===== src/rtl/btg_pkg.sv =====
package btg_pkg;
   localparam int unsigned BTG_INT_W_DEF  = 16;
   localparam int unsigned BTG_FRAC_W_DEF = 6;

   typedef enum logic [1:0] {
      BTG_IDLE = 2'd0,
      BTG_HALT = 2'd1,
      BTG_RUN  = 2'd2
   } btg_state_e;
endpackage


===== src/rtl/btg_div_latch.sv =====
module btg_div_latch #(
   parameter int unsigned INT_W  = 16,
   parameter int unsigned FRAC_W = 6
) (
   input  logic              clk,
   input  logic              rst_n,
   input  logic              enable_i,
   input  logic [INT_W-1:0]  int_i,
   input  logic [FRAC_W-1:0] frac_i,
   output logic              start_o,
   output logic [INT_W-1:0]  int_o,
   output logic [FRAC_W-1:0] frac_o
);
   logic              en_q;
   logic [INT_W-1:0]  int_q;
   logic [FRAC_W-1:0] frac_q;

   assign start_o = enable_i & ~en_q;

   always_ff @(posedge clk) begin
      if (!rst_n) begin
         en_q   <= 1'b0;
         int_q  <= '0;
         frac_q <= '0;
      end else begin
         en_q <= enable_i;
         if (start_o) begin
            int_q  <= int_i;
            frac_q <= frac_i;
         end
      end
   end

   // the capture cycle must use the live inputs, afterwards the held copy
   assign int_o  = start_o ? int_i  : int_q;
   assign frac_o = start_o ? frac_i : frac_q;
endmodule


===== src/rtl/btg_frac_accum.sv =====
module btg_frac_accum #(
   parameter int unsigned FRAC_W = 6
) (
   input  logic              clk,
   input  logic              rst_n,
   input  logic              clear_i,
   input  logic              step_i,
   input  logic [FRAC_W-1:0] frac_i,
   output logic              carry_o
);
   localparam int unsigned SUM_W = FRAC_W + 1;

   logic [FRAC_W-1:0] acc_q;
   logic [SUM_W-1:0]  sum;

   assign sum     = {1'b0, acc_q} + {1'b0, frac_i};
   assign carry_o = sum[SUM_W-1];

   always_ff @(posedge clk) begin
      if (!rst_n)       acc_q <= '0;
      else if (clear_i) acc_q <= '0;
      else if (step_i)  acc_q <= sum[FRAC_W-1:0];
   end
endmodule


===== src/rtl/btg_interval_ctr.sv =====
module btg_interval_ctr
   import btg_pkg::*;
#(
   parameter int unsigned INT_W = 16
) (
   input  logic             clk,
   input  logic             rst_n,
   input  logic             enable_i,
   input  logic             start_i,
   input  logic [INT_W-1:0] int_i,
   input  logic             carry_i,
   output logic             step_o,
   output logic             tick_o
);
   btg_state_e       st_q;
   logic [INT_W-1:0] cnt_q;
   logic [INT_W-1:0] reload;
   logic             expire;

   assign expire = (st_q == BTG_RUN) && (cnt_q == '0);
   assign step_o = enable_i && !start_i && expire;
   assign reload = int_i - INT_W'(1) + INT_W'(carry_i);

   always_ff @(posedge clk) begin
      if (!rst_n) begin
         st_q   <= BTG_IDLE;
         cnt_q  <= '0;
         tick_o <= 1'b0;
      end else if (!enable_i) begin
         st_q   <= BTG_IDLE;
         cnt_q  <= '0;
         tick_o <= 1'b0;
      end else if (start_i) begin
         tick_o <= 1'b0;
         if (int_i == '0) begin
            st_q  <= BTG_HALT;
            cnt_q <= '0;
         end else begin
            st_q  <= BTG_RUN;
            cnt_q <= int_i - INT_W'(1);
         end
      end else if (expire) begin
         tick_o <= 1'b1;
         cnt_q  <= reload;
      end else begin
         tick_o <= 1'b0;
         if (st_q == BTG_RUN) cnt_q <= cnt_q - INT_W'(1);
      end
   end
endmodule


===== src/rtl/frac_baud_gen.sv =====
module frac_baud_gen #(
   parameter int unsigned INT_W  = btg_pkg::BTG_INT_W_DEF,
   parameter int unsigned FRAC_W = btg_pkg::BTG_FRAC_W_DEF
) (
   input  logic              clk,
   input  logic              rst_n,
   input  logic              enable,
   input  logic [INT_W-1:0]  div_int,
   input  logic [FRAC_W-1:0] div_frac,
   output logic              tick
);
   generate
      if (INT_W < 2 || INT_W > 32) begin : g_bad_int
         $error("frac_baud_gen: INT_W must lie in 2..32");
      end
      if (FRAC_W < 1 || FRAC_W > 16) begin : g_bad_frac
         $error("frac_baud_gen: FRAC_W must lie in 1..16");
      end
   endgenerate

   logic              start;
   logic              step;
   logic              carry;
   logic [INT_W-1:0]  int_sel;
   logic [FRAC_W-1:0] frac_sel;

   btg_div_latch #(.INT_W(INT_W), .FRAC_W(FRAC_W)) latch_i (
      .clk      (clk),
      .rst_n    (rst_n),
      .enable_i (enable),
      .int_i    (div_int),
      .frac_i   (div_frac),
      .start_o  (start),
      .int_o    (int_sel),
      .frac_o   (frac_sel)
   );

   btg_frac_accum #(.FRAC_W(FRAC_W)) accum_i (
      .clk     (clk),
      .rst_n   (rst_n),
      .clear_i (start | ~enable),
      .step_i  (step),
      .frac_i  (frac_sel),
      .carry_o (carry)
   );

   btg_interval_ctr #(.INT_W(INT_W)) ctr_i (
      .clk      (clk),
      .rst_n    (rst_n),
      .enable_i (enable),
      .start_i  (start),
      .int_i    (int_sel),
      .carry_i  (carry),
      .step_o   (step),
      .tick_o   (tick)
   );
endmodule


===== config.mk =====
export PLATFORM = sky130hd
export DESIGN_NAME = frac_baud_gen
export DESIGN_NICKNAME = d
export VERILOG_FILES = /design/src/rtl/btg_pkg.sv /design/src/rtl/btg_div_latch.sv /design/src/rtl/btg_frac_accum.sv /design/src/rtl/btg_interval_ctr.sv /design/src/rtl/frac_baud_gen.sv
export SDC_FILE = /design/constraint.sdc
export NUM_CORES = 1
export LEC_CHECK = 0
export BUFFER_PORTS_ARGS = -buffer_cell sky130_fd_sc_hd__buf_2
export CAP_MARGIN = 20
export CORE_MARGIN = 4
export CORE_UTILIZATION = 40
export CTS_BUF_LIST = sky130_fd_sc_hd__clkbuf_2
export DETAILED_ROUTE_END_ITERATION = 10
export PLACE_DENSITY_LB_ADDON = 0.25
export REMOVE_ABC_BUFFERS = 1
export SYNTH_ARGS = -nofsm -noshare
export SYNTH_HDL_FRONTEND = slang
export SYNTH_SLANG_ARGS = --single-unit
export TNS_END_PERCENT = 5

===== constraint.sdc =====
create_clock -name clk -period 5.45 [get_ports clk]
set_input_delay 1.09 -clock clk [delete_from_list [all_inputs] [get_ports clk]]
set_output_delay 1.09 -clock clk [all_outputs]
set_load 0.03 [all_outputs]

==> results of run 1 <==
## routing by layer
| metal | vias up | track usage | part of all wire |
|---|---|---|---|
| li1 | 1602 | - | - |
| met2 | 68 | 0.337 | 0.50 |
| met4 | 0 | 0.0613 | 0.016 |
| met5 | - | 0 | 0 |
| met1 | 1534 | 0.229 | 0.45 |
| met3 | 13 | 0.0284 | 0.036 |
## power breakdown
part	internal [mW]	switching [mW]	total [mW]
logic	0.0974	0.150	0.248
registers	0.368	0.0157	0.384
clock network	0.0788	0.129	0.208
## final timing paths
check	slack, ps	to	startpoint	depth (start not counted)
min reg2reg	510	ctr_i.st_q[1]	ctr_i.st_q[1]	2
max reg2reg	1380	ctr_i.cnt_q[15]	latch_i.en_q	12
min	510	ctr_i.st_q[1]	ctr_i.st_q[1]	2
max	1340	ctr_i.cnt_q[15]	enable	13
## state kept, by name (all words and copies together) (netlist names), named ones only
name / flops
accum_i.acc_q: 6
ctr_i.tick_o: 1
latch_i.int_q: 15
ctr_i.cnt_q: 16
latch_i.en_q: 1
ctr_i.st_q: 2
latch_i.frac_q: 6
## placed cells by master (no fill, tap or decap), types with 9 or more instances in the layout
cell type	synthesis	final
nand2_1	48	48
xnor2_1	24	24
nor4_1	9	9
nor3_1	15	15
o21ai_0	19	19
mux2i_1	28	28
nor2_1	42	42
nor2b_1	16	15
a21oi_1	17	17
and2_1	11	11
ha_1	11	11
buf_2	4	25
dfxtp_1	48	48
## final cells by class
class / count / area [um2] / area share
Multi-Input combinational cell: 352 / 2390 / 0.638
Clock buffer: 5 / 25.0 / 0.00668
Tap cell: 105 / 131 / 0.0351
Sequential cell: 48 / 961 / 0.257
Inverter: 8 / 30.0 / 0.00802
Timing Repair Buffer: 30 / 163 / 0.0434
Clock inverter: 3 / 46.3 / 0.0124
## logic make-up after synthesis
family,after synthesis,synth area share
compound gates,88,0.179
xor+xnor,29,0.0732
fa+ha+maj,12,0.0455
buf+inv,28,0.0361
flops,48,0.277
mux,31,0.0905
simple gates,192,0.298
## worst register-to-register path: stages (launching register included)
cell      delay (ps)
dfxtp_1          630
nand2b_2         220
buf_4            230
mux2i_1          280
ha_1             260
or4b_4           490
o32ai_2          360
and3_1           250
a21boi_0         110
or4b_1           580
nor4_2           310
mux2i_1          220
a21oi_1           70
==> run_results.csv, run 1 <==
group,metric,value,unit
finish,antenna_cells,0,
finish,synthToLayoutAreaGrowth,7.94,%
sta,finalCritPeriodShare,0.754,
power,power.density,224,mW/mm2
critical_path,slowest_delay,580,ps
finish,fillers,886,
critical_path,crit_chain,"buf_2 -> nand2b_2 -> buf_4 -> mux2i_1 -> ha_1 -> or4b_4 -> o32ai_2 -> and3_1 -> a21boi_0 -> or4b_1 -> nor4_2 -> mux2i_1 -> a21oi_1",
clock_network,cts_buffer_depth,2,
detailed_routing,drtPass1Iterations,5,
sta,clock_skew,32.4,ps
finish,layout-drive-gt1-share,0.126,
grt,antenna_found_initial,0,
sta,fin_crit,4110,ps
grt,grt_pass1_vias,3303,
grt,grt_pass1_wl,15500,um
finish,final_util,0.449,
die,ios,26,
die,die_y,101,um
critical_path,path_delay_family,"simple AND/OR/NAND/NOR gates",
synthesis,yosys-top-cells-area,"dfxtp_1 (28%), mux2i_1 (8.1%), xnor2_1 (6.1%)",
job,drv_cap,0,
finish,design_area,0.00374,mm2
detailed_routing,viasPerCell,5.84,
synthesis,synth.cell_area,0.00347,mm2
detailed_routing,drc_errors,0,
synthesis,yosysWarningCount,0,
die,start_util,0.416,
critical_path,cp.arrival,4500,ps
min_path,hold_class,"register to register",
sta,fmax,0.244,GHz
synthesis,async_flop_share,0,
sta,rsz0062_at_grt,"no",
synthesis,ys_ff_latch,48,
power,finalPower,839,uW
clock_network,clock-sinks,48,
placement,place_hpwl,6980,um
critical_path,crit_required,5850,ps
placement,dpl.cell_count,543,
finish,final_cells,551,
synthesis,synth.avg_cell_area,8.10,um2
synthesis,synth-edff-count,0,
detailed_routing,routed_wl,9160,um
die,dieArea,0.0102,mm2
power,p_leak,1.46,nW
sta,worst_slack,1340,ps
sta,fin_hold_ws,507,ps
critical_path,crit_type,"input port to register",
sta,maxSlewViolCount,0,
grt,grt_max_degree,25,
synthesis,synth_top_area_frac,0.277,
placement,gp_congestion,0.907,
clock_network,numCtsBuffers,5,
clock_network,root_buffer,"clkbuf_2",
clock_network,cts_resized,0,
critical_path,end_kind,"register",
clock_network,cts_tree,"done",
clock_network,clk_latency,470,ps
synthesis,yosysTopAreaCell,"dfxtp_1",
finish,final_nets,482,
sta,relSlewSlack,0.439,
synthesis,ys_types,64,
power,ir_drop,118,uV
outcome,status,"finished, final reports clean",
synthesis,yosysSeqAreaShare,0.277,
clock_network,post_cts_buffers,0,
synthesis,synth_common_cells,"dfxtp_1 (48), nand2_1 (48), nor2_1 (42)",
grt,grt.total_usage,0.188,
detailed_routing,drtIter0Drc,196,
clock_network,clk_pin_slew,280,ps
placement,post_dp_cell_area,0.00367,mm2
sta,setup_violations,0,
die,rows,33,
detailed_routing,final_antenna_net_count,0,
clock_network,postCtsHoldBufs,0,
placement,port_buffers,25,
sta,hold_viol_final,0,
die,die_w,101,um
die,core_area,0.00834,mm2
critical_path,worst_path_max_delay_cell,"or4b_1",
synthesis,ys.flop_type,"dfxtp_1",
critical_path,path_common_cell,"mux2i_1",
detailed_routing,vias,3217,
sta,totalNegativeSetupSlack,0,ps
clock_network,cts_htree_levels,2,
synthesis,synthCells,428,
grt,grt_overflow,0,
detailed_routing,wl_per_cell,16.6,um
critical_path,worst-path-buf-inv,2,
critical_path,critical_path_peak_fanout,17,
placement,dp_slack,851,ps
critical_path,worstSetupStartpointType,"input port",
sta,tightest_slew,840,ps
No activity file was read; power rests on OpenSTA's default activity.
==> run 2, diff against run 1 <==
==> constraint.sdc (replaced) <==
create_clock -name clk -period 4.3 [get_ports clk]
set_input_delay 0.86 -clock clk [delete_from_list [all_inputs] [get_ports clk]]
set_output_delay 0.86 -clock clk [all_outputs]
set_load 0.03 [all_outputs]
==> run 2 against run 1 <==
Sequential share of layout area fell by 0.53 points. Critical path type unchanged. Clock-buffer cell count did not move. Non-clock buffer count rose by 11. Largest cell class unchanged. Highest routed layer unchanged. Worst setup slack got worse by 810 ps.
==> run_results.csv, run 2 (same netlist as run 1, synthesis figures left out) <==
group,metric,value,unit
sta,fin_hold_ws,493,ps
sta,finalCritPeriodShare,0.876,
critical_path,path_common_cell,"mux2_2",
power,ir_drop,119,uV
power,power_switching,371,uW
detailed_routing,final_antenna_net_count,0,
grt,grt.total_usage,0.188,
grt,top_usage_layer,"met2",
power,p_leak,1.51,nW
detailed_routing,wl_per_cell,16.4,um
critical_path,crit_chain,"buf_2 -> nand2b_2 -> mux2_2 -> inv_1 -> ha_1 -> or4b_4 -> o32ai_2 -> buf_4 -> nand3_1 -> a2111oi_0 -> a211oi_1 -> nor3_1 -> mux2_2 -> a21oi_1",
grt,grtUsageMet1,0.249,
power,power.density,280,mW/mm2
clock_network,numCtsBuffers,5,
sta,hold_viol_final,0,
power,power.internal,698,uW
grt,grt_pass1_wl,15500,um
clock_network,clk_pin_slew,260,ps
critical_path,crit_type,"input port to register",
die,start_util,0.416,
finish,final_cell_mix,"nand2_1 (48), dfxtp_1 (48), nor2_1 (42), mux2i_1 (28), buf_2 (25)",
sta,maxSlewViolCount,0,
die,die_w,101,um
grt,grt_overflow,0,
power,finalPower,1.07,mW
sta,rsz0062_at_grt,"no",
finish,synthToLayoutAreaGrowth,10.2,%
placement,place_hpwl,7110,um
sta,worst_slack,534,ps
finish,largest-register,"ctr_i.cnt_q",
clock_network,postCtsHoldBufs,0,
detailed_routing,drc_errors,0,
min_path,hold_class,"register to register",
clock_network,cts_resized,0,
grt,gr-usage-met3,0.0298,
critical_path,reg2reg_slack,680,ps
die,die_y,101,um
clock_network,root_buffer,"clkbuf_2",
placement,gp_congestion,0.937,
detailed_routing,drtIter0Drc,171,
finish,antenna_cells,0,
detailed_routing,drtPass1Iterations,5,
clock_network,clock-sinks,48,
die,rows,33,
grt,antenna_found_initial,0,
sta,setup_violations,0,
finish,top_regs,"ctr_i.cnt_q x16, latch_i.int_q x15",
finish,layout-drive-gt1-share,0.144,
finish,largest_reg_flops,16,
die,core_area,0.00834,mm2
job,drv_cap,0,
critical_path,end_kind,"register",
grt,grt_pass1_vias,3168,
power,combPwrFrac,0.307,
critical_path,critical_path_peak_fanout,7,
clock_network,post_cts_buffers,0,
critical_path,worst_path_max_delay_cell,"or4b_4",
critical_path,crit_required,4700,ps
finish,final_util,0.458,
clock_network,cts_tree,"done",
detailed_routing,viasPerCell,5.77,
power,p_sw_frac,0.347,
finish,final_nets,493,
critical_path,cp.arrival,4160,ps
clock_network,clk_latency,440,ps
sta,fin_crit,3770,ps
sta,clock_skew,5.99,ps
placement,post_dp_cell_area,0.00375,mm2
detailed_routing,routed_wl,9200,um
sta,relSlewSlack,0.564,
outcome,status,"finished, final reports clean",
die,dieArea,0.0102,mm2
sta,tightest_slew,645,ps
critical_path,slowest_delay,500,ps
grt,grt_use_met2,0.317,
power,p_clk_frac,0.239,
detailed_routing,vias,3243,
sta,fmax,0.266,GHz
grt,grt_max_degree,24,
clock_network,cts_htree_levels,2,
placement,port_buffers,25,
critical_path,worstSetupStartpointType,"input port",
power,pwr-share-seq,0.454,
die,ios,26,
placement,dp_slack,84.2,ps
finish,design_area,0.00382,mm2
clock_network,cts_buffer_depth,2,
run 2: changes by cell type in the layout (fill, tap and decap cells not counted), sizes merged:
cell	previous run	this run
clkinv	0	2
clkinvlp	1	0
buf	30	41
inv	9	8
run 2: cell type report:
| type | instances | area, um2 |
|---|---|---|
| well taps | 105 | 131 |
| fillers | 876 | 4520 |
| flip-flops and latches | 48 | 961 |
| clock buffers | 5 | 25.0 |
| clock inverters | 3 | 42.5 |
| repair buffers | 41 | 245 |
| multi-input cells | 352 | 2390 |
| inverters | 8 | 30.0 |
run 2: metrics by stage:
| step | cells | TNS (ps) |
|---|---|---|
| floorplan | 408 | -2320 |
| global placement | 554 | 0 |
| detailed placement | 554 | 0 |
| CTS | 562 | 0 |
| global route | 562 | 0 |
| finish | 562 | 0 |
run 2: power by group through the flow:
| stage | registers [mW] | clock network (mW) | logic [mW] |
|---|---|---|---|
| 5_1_grt | 0.489 | 0.279 | 0.364 |
| 3_5_place_dp | 0.494 | 0 | 0.324 |
| 6_report | 0.485 | 0.256 | 0.328 |
| 2_1_floorplan | 0.489 | 0 | 0.230 |
| 4_1_cts | 0.485 | 0.261 | 0.326 |
| 3_3_place_gp | 0.493 | 0 | 0.320 |
run 2: path summary, 6_finish.rpt:
path / start / endpoint / depth (start not counted)
worst max-delay path: enable / ctr_i.cnt_q[13] / 14
worst min-delay path: ctr_i.st_q[1] / ctr_i.st_q[1] / 2
worst max register to register: latch_i.en_q / ctr_i.cnt_q[13] / 13
worst min register to register: ctr_i.st_q[1] / ctr_i.st_q[1] / 2
run 2: critical path, delay by kind of cell:
family                   cells  cell delay [ps]
multiplexers                 2              710
adder cells (fa/ha/maj)      1              210
AO/OA/AOI/OAI                4              930
buffers and inverters        3              400
AND/OR/NAND/NOR              4             1040
run 2: metal layers:
| layer | part of all wire | vias up | wire length (um) |
|---|---|---|---|
| li1 | - | 1621 | - |
| met1 | 0.45 | 1535 | 4120 |
| met2 | 0.49 | 73 | 4520 |
| met3 | 0.045 | 14 | 416 |
| met4 | 0.015 | 0 | 142 |
| met5 | 0 | - | 0 |
==> run 3, diff against run 2 <==
--- a/config.mk
+++ b/config.mk
@@ -8,7 +8,7 @@
 export BUFFER_PORTS_ARGS = -buffer_cell sky130_fd_sc_hd__buf_2
 export CAP_MARGIN = 20
 export CORE_MARGIN = 4
-export CORE_UTILIZATION = 40
+export CORE_UTILIZATION = 37
 export CTS_BUF_LIST = sky130_fd_sc_hd__clkbuf_2
 export DETAILED_ROUTE_END_ITERATION = 10
 export PLACE_DENSITY_LB_ADDON = 0.25
==> constraint.sdc (replaced) <==
create_clock -name clk -period 3.9 [get_ports clk]
set_input_delay 0.78 -clock clk [delete_from_list [all_inputs] [get_ports clk]]
set_output_delay 0.78 -clock clk [all_outputs]
set_load 0.03 [all_outputs]
==> run 3 against run 2 <==
Register-to-register slack got worse by 300 ps. Clock-buffer cell count rose by 1. Worst setup slack worse by 200 ps. Wire length grew 1.4%. First-iteration DRC count decreased by 3.5%. Sequential power grew 10%. Power is 11% higher. Global-route usage down 1.5 points. Critical path type unchanged.
==> run_results.csv, run 3 (same netlist as run 1, synthesis figures left out) <==
group,metric,value,unit
clock_network,cts_buffer_depth,2,
detailed_routing,wl_per_cell,16.0,um
detailed_routing,vias,3280,
finish,largest_reg_flops,16,
placement,place_hpwl,7280,um
critical_path,crit_type,"input port to register",
detailed_routing,drtPass1Iterations,5,
critical_path,worstSetupStartpointType,"input port",
detailed_routing,drtIter0Drc,165,
finish,final_cell_mix,"nand2_1 (48), dfxtp_1 (48), nor2_1 (42), buf_4 (29), mux2i_1 (28)",
sta,hold_viol_final,0,
grt,grt_max_degree,24,
sta,rsz0062_at_grt,"no",
critical_path,r2r-start,"latch_i.en_q",
clock_network,cts_htree_levels,2,
die,ios,26,
sta,finalCritPeriodShare,0.914,
finish,final_nets,507,
critical_path,reg2reg_slack,380,ps
clock_network,cts_resized,0,
grt,grt_pass1_vias,3243,
finish,largest-register,"ctr_i.cnt_q",
critical_path,slowest_delay,490,ps
grt,antenna_found_initial,0,
placement,dp_slack,-133,ps
die,start_util,0.377,
critical_path,crit_path_start,"enable",
finish,antenna_cells,0,
sta,setup_violations,0,
critical_path,path_common_cell,"mux2_2",
clock_network,postCtsHoldBufs,0,
critical_path,critical_path_peak_fanout,5,
power,power.density,302,mW/mm2
clock_network,root_buffer,"clkbuf_2",
detailed_routing,routed_wl,9330,um
min_path,hold_class,"register to register",
sta,fmax,0.281,GHz
min_path,worstHoldStart,"ctr_i.st_q[1]",
critical_path,worst_path_max_delay_cell,"or4b_4",
clock_network,post_cts_buffers,0,
critical_path,crit_chain,"buf_2 -> nand2b_2 -> mux2_2 -> inv_1 -> ha_1 -> or4b_4 -> o32ai_2 -> buf_4 -> nand3_1 -> a2111oi_0 -> a211oi_1 -> nor3_1 -> mux2_2 -> a21oi_1",
clock_network,clock-sinks,48,
clock_network,numCtsBuffers,5,
sta,clock_skew,14.0,ps
min_path,hold_depth,2,
grt,grt_overflow,0,
critical_path,path_delay_family,"simple AND/OR/NAND/NOR gates",
critical_path,worst-path-buf-inv,3,
min_path,holdPathEnd,"ctr_i.st_q[1]",
clock_network,cts_tree,"done",
die,die_w,105,um
critical_path,reg2regPathDepth,13,
outcome,status,"finished, final reports clean",
sta,relSlewSlack,0.509,
critical_path,timing.rr.end,"ctr_i.cnt_q[13]",
grt,grt_pass1_wl,15600,um
grt,grt.total_usage,0.172,
sta,maxSlewViolCount,0,
critical_path,end_kind,"register",
finish,top_regs,"ctr_i.cnt_q x16, latch_i.int_q x15",
finish,synthToLayoutAreaGrowth,13.7,%
job,drv_cap,0,
sta,fin_hold_ws,486,ps
die,rows,35,
sta,fin_crit,3560,ps
power,p_leak,1.59,nW
sta,tightest_slew,727,ps
finish,layout-drive-gt1-share,0.172,
critical_path,crit_required,4300,ps
detailed_routing,viasPerCell,5.64,
placement,port_buffers,25,
die,core_area,0.00920,mm2
critical_path,cp.arrival,3970,ps
detailed_routing,drc_errors,0,
die,dieArea,0.0110,mm2
power,ir_drop,127,uV
detailed_routing,final_antenna_net_count,0,
die,die_y,105,um
sta,worst_slack,337,ps
clock_network,clk_pin_slew,260,ps
clock_network,clk_latency,440,ps
placement,gp_congestion,0.929,
run 3: worst min-delay path: cells and delay by family, from the launching register on:
family	cells	cell delay (ps)
simple gates	1	50
flops	1	380
compound gates	1	50
run 3: how the worst max path moves through the flow:
stage          depth (start not counted)  slack (ps)         endpoint
4_1_cts                               13         370  ctr_i.cnt_q[15]
5_1_grt                               20          40   ctr_i.cnt_q[8]
6_report                              14         340  ctr_i.cnt_q[13]
3_3_place_gp                          13         -60  ctr_i.cnt_q[15]
3_5_place_dp                          13        -130  ctr_i.cnt_q[15]
2_1_floorplan                         12        -870  ctr_i.cnt_q[15]
run 3: final cells by class:
class	count	area (um2)
Clock buffer	6	30.0
Clock inverter	2	35.0
Fill cell	946	5250
Inverter	8	30.0
Multi-Input combinational cell	352	2390
Sequential cell	48	961
Tap cell	111	139
Timing Repair Buffer	55	363
run 3: report_power, final:
| part | total [mW] | internal [mW] | switching [mW] | leakage (nW) |
|---|---|---|---|---|
| logic | 0.375 | 0.159 | 0.217 | 1.15 |
| registers | 0.534 | 0.515 | 0.0198 | 0.392 |
| clock network | 0.282 | 0.110 | 0.172 | 0.0430 |
run 3: layer usage:
metal	track usage	wire (um)	up-vias
met5	0	0	-
met4	0.0450	163	0
met3	0.0272	389	16
met2	0.304	4570	64
met1	0.217	4200	1559
li1	-	-	1641
run 3: stage by stage:
| step | total power [mW] | cells | setup TNS (ps) | utilization | cell area, um2 |
|---|---|---|---|---|---|
| finish | 1.19 | 582 | 0 | 0.429 | 3950 |
| global route | 1.26 | 582 | 0 | 0.429 | 3950 |
| CTS | 1.20 | 582 | 0 | 0.429 | 3950 |
| detailed placement | 0.917 | 574 | -480 | 0.422 | 3880 |
| global placement | 0.912 | 574 | -192 | 0.422 | 3880 |
| floorplan | 0.792 | 408 | -5750 | - | 3370 |
